==> src/rtl/i2cs_pkg.sv <==
package i2cs_pkg;
  typedef enum logic [3:0] {
    S_IDLE, S_IGNORE, S_DEVID, S_ACK_WID, S_ACK_RID,
    S_ADDR, S_ACK_ADDR, S_WDATA, S_ACK_DATA, S_TX, S_MACK
  } slv_state_t;
endpackage

==> src/rtl/i2cs_glitch_filter.sv <==
module i2cs_glitch_filter #(
  parameter int FILT_LEN = 3
) (
  input  logic clk,
  input  logic rst,
  input  logic raw_i,
  output logic filt_o
);
  localparam int CW = $clog2(FILT_LEN + 1);
  logic s1, s2;
  logic [CW-1:0] run;

  always_ff @(posedge clk) begin
    if (rst) begin
      s1 <= 1'b1; s2 <= 1'b1; filt_o <= 1'b1; run <= '0;
    end else begin
      s1 <= raw_i;
      s2 <= s1;
      if (s2 != filt_o) begin
        if (run == CW'(FILT_LEN - 1)) begin
          filt_o <= s2;
          run <= '0;
        end else begin
          run <= run + 1'b1;
        end
      end else begin
        run <= '0;
      end
    end
  end
endmodule

==> src/rtl/i2cs_bus_events.sv <==
module i2cs_bus_events (
  input  logic clk,
  input  logic rst,
  input  logic scl_f,
  input  logic sda_f,
  output logic scl_rise,
  output logic scl_fall,
  output logic ev_start,
  output logic ev_stop
);
  logic scl_q, sda_q;

  always_ff @(posedge clk) begin
    if (rst) begin
      scl_q <= 1'b1; sda_q <= 1'b1;
    end else begin
      scl_q <= scl_f; sda_q <= sda_f;
    end
  end

  assign scl_rise = scl_f & ~scl_q;
  assign scl_fall = ~scl_f & scl_q;
  assign ev_start = scl_f & scl_q & sda_q & ~sda_f;
  assign ev_stop  = scl_f & scl_q & ~sda_q & sda_f;
endmodule

==> src/rtl/i2c_regport_slave.sv <==
module i2c_regport_slave
  import i2cs_pkg::*;
#(
  parameter int          FILT_LEN  = 3,
  parameter int          DW        = 8,
  parameter logic [4:0]  ID_PREFIX = 5'b10100,
  parameter logic [7:0]  WRAP_AT   = 8'h0F
) (
  input  logic          clk,
  input  logic          rst,
  input  logic          scl_i,
  input  logic          sda_i,
  input  logic [1:0]    pin_sel,
  input  logic          busy_i,
  output logic          sda_oe,
  output logic [DW-1:0] reg_addr,
  output logic [DW-1:0] reg_wdata,
  output logic          reg_we,
  input  logic [DW-1:0] reg_rdata
);
  localparam int BCW = $clog2(DW + 1);

  logic [1:0] raw_lines, filt_lines;
  logic scl_f, sda_f;
  logic scl_rise, scl_fall, ev_start, ev_stop;

  assign raw_lines = {scl_i, sda_i};

  for (genvar g = 0; g < 2; g++) begin : g_filt
    i2cs_glitch_filter #(.FILT_LEN(FILT_LEN)) u_filt (
      .clk(clk), .rst(rst), .raw_i(raw_lines[g]), .filt_o(filt_lines[g])
    );
  end
  assign scl_f = filt_lines[1];
  assign sda_f = filt_lines[0];

  i2cs_bus_events u_ev (
    .clk(clk), .rst(rst), .scl_f(scl_f), .sda_f(sda_f),
    .scl_rise(scl_rise), .scl_fall(scl_fall),
    .ev_start(ev_start), .ev_stop(ev_stop)
  );

  slv_state_t       st;
  logic [BCW-1:0]   cnt;
  logic [DW-1:0]    sh, tx, ptr;
  logic             mack;
  logic             id_match;
  logic             rx_state;

  assign id_match = (sh[7:3] == ID_PREFIX) && (sh[2:1] == pin_sel);
  assign rx_state = (st == S_DEVID) || (st == S_ADDR) || (st == S_WDATA);
  assign reg_addr = ptr;

  always_ff @(posedge clk) begin
    if (rst) begin
      st <= S_IDLE; cnt <= '0; sh <= '0; tx <= '0; ptr <= '0;
      mack <= 1'b0; sda_oe <= 1'b0; reg_we <= 1'b0; reg_wdata <= '0;
    end else begin
      reg_we <= 1'b0;
      if (ev_stop) begin
        st <= S_IDLE; sda_oe <= 1'b0; cnt <= '0;
      end else if (ev_start && !busy_i) begin
        st <= S_DEVID; sda_oe <= 1'b0; cnt <= '0;
      end else if (rx_state) begin
        if (scl_rise && cnt != BCW'(DW)) begin
          sh  <= {sh[DW-2:0], sda_f};
          cnt <= cnt + 1'b1;
        end else if (scl_fall && cnt == BCW'(DW)) begin
          cnt <= '0;
          unique case (st)
            S_DEVID: begin
              if (id_match) begin
                sda_oe <= 1'b1;
                st <= sh[0] ? S_ACK_RID : S_ACK_WID;
              end else begin
                st <= S_IGNORE;
              end
            end
            S_ADDR: begin
              ptr <= sh; sda_oe <= 1'b1; st <= S_ACK_ADDR;
            end
            default: begin
              reg_we <= 1'b1; reg_wdata <= sh; sda_oe <= 1'b1; st <= S_ACK_DATA;
            end
          endcase
        end
      end else begin
        unique case (st)
          S_ACK_WID:  if (scl_fall) begin sda_oe <= 1'b0; st <= S_ADDR; end
          S_ACK_ADDR: if (scl_fall) begin sda_oe <= 1'b0; st <= S_WDATA; end
          S_ACK_DATA: if (scl_fall) begin sda_oe <= 1'b0; st <= S_IGNORE; end
          S_ACK_RID: if (scl_fall) begin
            tx <= reg_rdata; sda_oe <= ~reg_rdata[DW-1]; cnt <= '0; st <= S_TX;
          end
          S_TX: begin
            if (scl_rise) cnt <= cnt + 1'b1;
            else if (scl_fall) begin
              if (cnt == BCW'(DW)) begin
                sda_oe <= 1'b0; cnt <= '0; st <= S_MACK;
                ptr <= (ptr == WRAP_AT) ? '0 : ptr + 1'b1;
              end else begin
                tx <= tx << 1; sda_oe <= ~tx[DW-2];
              end
            end
          end
          S_MACK: begin
            if (scl_rise) mack <= ~sda_f;
            else if (scl_fall) begin
              if (mack) begin
                tx <= reg_rdata; sda_oe <= ~reg_rdata[DW-1]; st <= S_TX;
              end else begin
                st <= S_IGNORE;
              end
            end
          end
          default: ;
        endcase
      end
    end
  end
endmodule

==> config.mk <==
export PLATFORM = sky130hd
export DESIGN_NAME = i2c_regport_slave
export DESIGN_NICKNAME = d
export VERILOG_FILES = /design/src/rtl/i2cs_pkg.sv /design/src/rtl/i2cs_glitch_filter.sv /design/src/rtl/i2cs_bus_events.sv /design/src/rtl/i2c_regport_slave.sv
export SDC_FILE = /design/constraint.sdc
export NUM_CORES = 1
export LEC_CHECK = 0
export BUFFER_PORTS_ARGS = -buffer_cell sky130_fd_sc_hd__buf_2
export CORE_MARGIN = 2
export CORE_UTILIZATION = 52
export CTS_CLUSTER_DIAMETER = 50
export CTS_CLUSTER_SIZE = 24
export DETAILED_ROUTE_END_ITERATION = 16
export PLACE_DENSITY = 0.73
export RECOVER_POWER = 50
export SYNTH_ARGS = -nofsm -noshare
export SYNTH_HDL_FRONTEND = slang
export SYNTH_SLANG_ARGS = --single-unit
==> constraint.sdc <==
create_clock -name clk -period 2 [get_ports clk]
set_clock_uncertainty 0.1 [all_clocks]
set_input_delay 0.2 -clock clk [delete_from_list [all_inputs] [get_ports clk]]
set_output_delay 0.2 -clock clk [all_outputs]
set_load 0.05 [all_outputs]
==> impl_metrics.ini <==
[status]
outcome = finished, violations left
violations = setup timing

[drt]
route.detailed.drc = 0
drt_wl_total_um = 8295
drtIter0Drc = 285
vias = 3009
vias_per_cell = 5.843
wl_per_cell_um = 16.11
antenna_left = 0
drt-pass1-iter-count = 5

[worst_setup_path]
setup.worst_path.class = reg -> reg
cp_max_fo = 6
endpoint_kind = register
slowest_delay_ps = 490
worstSetupStartpointType = register
crit_arrival_ps = 2140
critical-path-slowest-cell = or4_4
path_cells = inv_1 > ha_1 > or4_4 > a31oi_4 > a21boi_1 > o21ai_1
crit_required_ps = 2120

[yosys]
synthesis.area_um2 = 3064
synth_nets = 391
muxShareOfSynthArea_pct = 9.187
synth_compound_area_share_pct = 18.86
synth_top_family_by_area = simple AND/OR/NAND/NOR gates
synthAdderAreaFrac_pct = 3.267
synthFlopType = dfxtp_1
syn_inst = 368
synth_top_area_share_pct = 35.28
avgSynthCellArea_um2 = 8.327
synthSimpleGateAreaFrac_pct = 26.42
synth-edff-count = 0
ys_seq_area_share_pct = 35.28
synthDistinctLibCells = 63
synth-seq-cells = 54
synth.area.top_cells = dfxtp_1 35%, mux2i_1 8.8%, nor2_1 4.5%
yosysMostFrequentCell = dfxtp_1
synthTopCellsByCount = 54 x dfxtp_1, 37 x nor2_1, 33 x nand2_1, 27 x mux2i_1, 19 x a21oi_1
yosysWarnings = 0
async_reset_ff_share_pct = 0
synth_xor_area_share_pct = 1.143
synth_area_leader_cell = dfxtp_1

[placement]
port_buffers = 32
dp.cells = 500
dp_hpwl_um = 5906
gp_congestion = 1.000

[die]
row_count = 27
coreArea_um2 = 5608
die_y_um = 80.77
initial_core_util_pct = 54.64
io-pin-count = 33
die_width_um = 80.77
die_area_um2 = 6523

[pwr]
ir_drop_mv = 0.3686
switchingPower_uw = 443.7
total_leakage_power_uw = 0.001552
p_seq_share_pct = 55.8
power_frac_comb_pct = 3.5
switching_share_pct = 22.92
p_clk_share_pct = 40.6
internal_power_uw = 1492
power.density_nw_per_um2 = 496.0

[sta]
worst_slew_pin_slew_ps = 357.4
rsz0062_at_grt = true
fin_crit_ps = 2020
finalMaxSlewViolations = 0
max_freq_ghz = 0.4950
hold_viol = 0
worst_slack_ps = -20.41
setup_viol = 1
period_share_pct = 101.0
slew_headroom_pct = 75.95

[global_route]
track_usage_pct = 25.75
grt_max_degree = 32
antenna_found_initial = 0
grt_pass1_wl_um = 13010
overflow = 0
grt_pass1_vias = 2734

[clocking]
cts_tree = yes
clock-sinks = 54
cts-buffers-inserted = 5
clkTransAtPathRegs_ps = 110
insertion_delay_ps = 320
root_buffer = clkbuf_8
clk_path_buf_depth = 2
cts_max_level = 2

[finish]
final_cells = 515
fin_nets = 465
area_delta_synth_final_pct = 27.36
diodes = 0
drive_gt1_share_pct = 30.47
utilization_pct = 69.59

[worst_hold_path]
hold_path.class = in -> reg

[flow_run]
maxCapViolCount = 0
-- cell usage in the layout, fill, tap and decap left out, types with 3 or more instances in the layout --
master and instances:
o211ai_1 11, clkbuf_8 5, nor4_1 3, nor2b_1 3, or2_2 6, nand3_1 9, nand4_1 5, buf_2 32
dfxtp_1 47, nand2_1 31, mux2i_1 27, a211oi_1 4, nor3_1 5, a21oi_1 19, a21o_1 4, ha_1 7
o21ai_1 4, dfxtp_2 6, a311oi_1 3, nor2_1 36, xnor2_1 4, nand2b_1 6, and3b_1 3, buf_4 53
nand3b_1 5, buf_6 3, inv_1 16, o21ai_0 14, or4_1 5, and2_1 6
-- layer usage --
layer  wire length [um]  up-vias  GRT usage [%]
met1               3617     1418          32.99
li1                   -     1476              -
met3                402       18          5.000
met5                  0        -              0
met4                184        0          10.68
met2               4090       97          42.58
-- cell type report --
class / instances / area (um^2)
Clock inverter: 3 / 48.80
Fill cell: 466 / 1705
Tap cell: 72 / 90.09
Inverter: 16 / 60.06
Clock buffer: 5 / 68.82
Timing Repair Buffer: 92 / 651.9
Multi-Input combinational cell: 273 / 1891
Sequential cell: 54 / 1092
-- state kept, by name (all words and copies together), names as in the netlist, 4 cells and up --
| register | flops |
|---|---|
| sh | 8 |
| reg_wdata | 8 |
| cnt | 4 |
| st | 4 |
| reg_addr | 8 |
| tx | 7 |
| g_filt.u_filt.run | 4 |
-- cells by family (layout without fill, tap and decap cells) --
| group | count (synthesis) | count (layout) |
|---|---|---|
| buffers and inverters | 41 | 116 |
| AO/OA/AOI/OAI | 85 | 85 |
| AND/OR/NAND/NOR | 148 | 148 |
| flip-flops | 54 | 54 |
| multiplexers | 28 | 28 |
| XOR/XNOR | 4 | 4 |
| adder cells (fa/ha/maj) | 8 | 8 |
-- metrics by stage --
stage / TNS (ps) / total power, uW / area [um^2] / hold slack, ps / setup slack, ps
2_1_floorplan: 0 / 1141 / 3069 / 203.8 / 16.67
3_3_place_gp: -125.2 / 1169 / 3640 / 285.3 / -32.10
3_5_place_dp: -648.4 / 1171 / 3640 / 287.9 / -115.7
4_1_cts: 0 / 1948 / 3815 / 15.94 / 5.626
5_1_grt: -533.2 / 1998 / 3902 / 29.63 / -75.55
6_report: -20.41 / 1935 / 3902 / 28.14 / -20.41
-- power groups by stage --
stage,Combinational (uW),Clock [uW],Sequential [uW]
finish,68.4,787,1080
global route,74.0,842,1080
CTS,67.0,800,1080
detailed placement,63.8,0,1110
global placement,62.5,0,1110
floorplan,34.6,0,1110
-- final timing paths --
kind	endpoint	slack (ps)	cells past startpoint	start
worst min register to register	g_filt[1].u_filt.s2	320	1	g_filt[1].u_filt.s1
worst max register to register	cnt[3]	-20	6	g_filt[1].u_filt.filt_o
worst max-delay path	cnt[3]	-20	6	g_filt[1].u_filt.filt_o
worst min-delay path	tx[0]	30	3	reg_rdata[0]
-- worst max-delay path: cells and delay by family, from the launching register on --
family          cells  cell delay [ps]
fa+ha+maj           1              280
buf+inv             1               60
compound gates      3              600
simple gates        1              490
flops               1              380
-- what timing repair did --
action / 4_1_cts / 5_1_grt
cloned: 0 / 0
pin swaps: 1 / 7
resized for setup: 9 / 21
buffers inserted: 1 / 4
endpoints found under the setup margin: 16 / 39
hold buffers: 2 / 0
hold endpoints to repair: 2 / 0
Note: power is estimated with default switching activity, not from simulation.
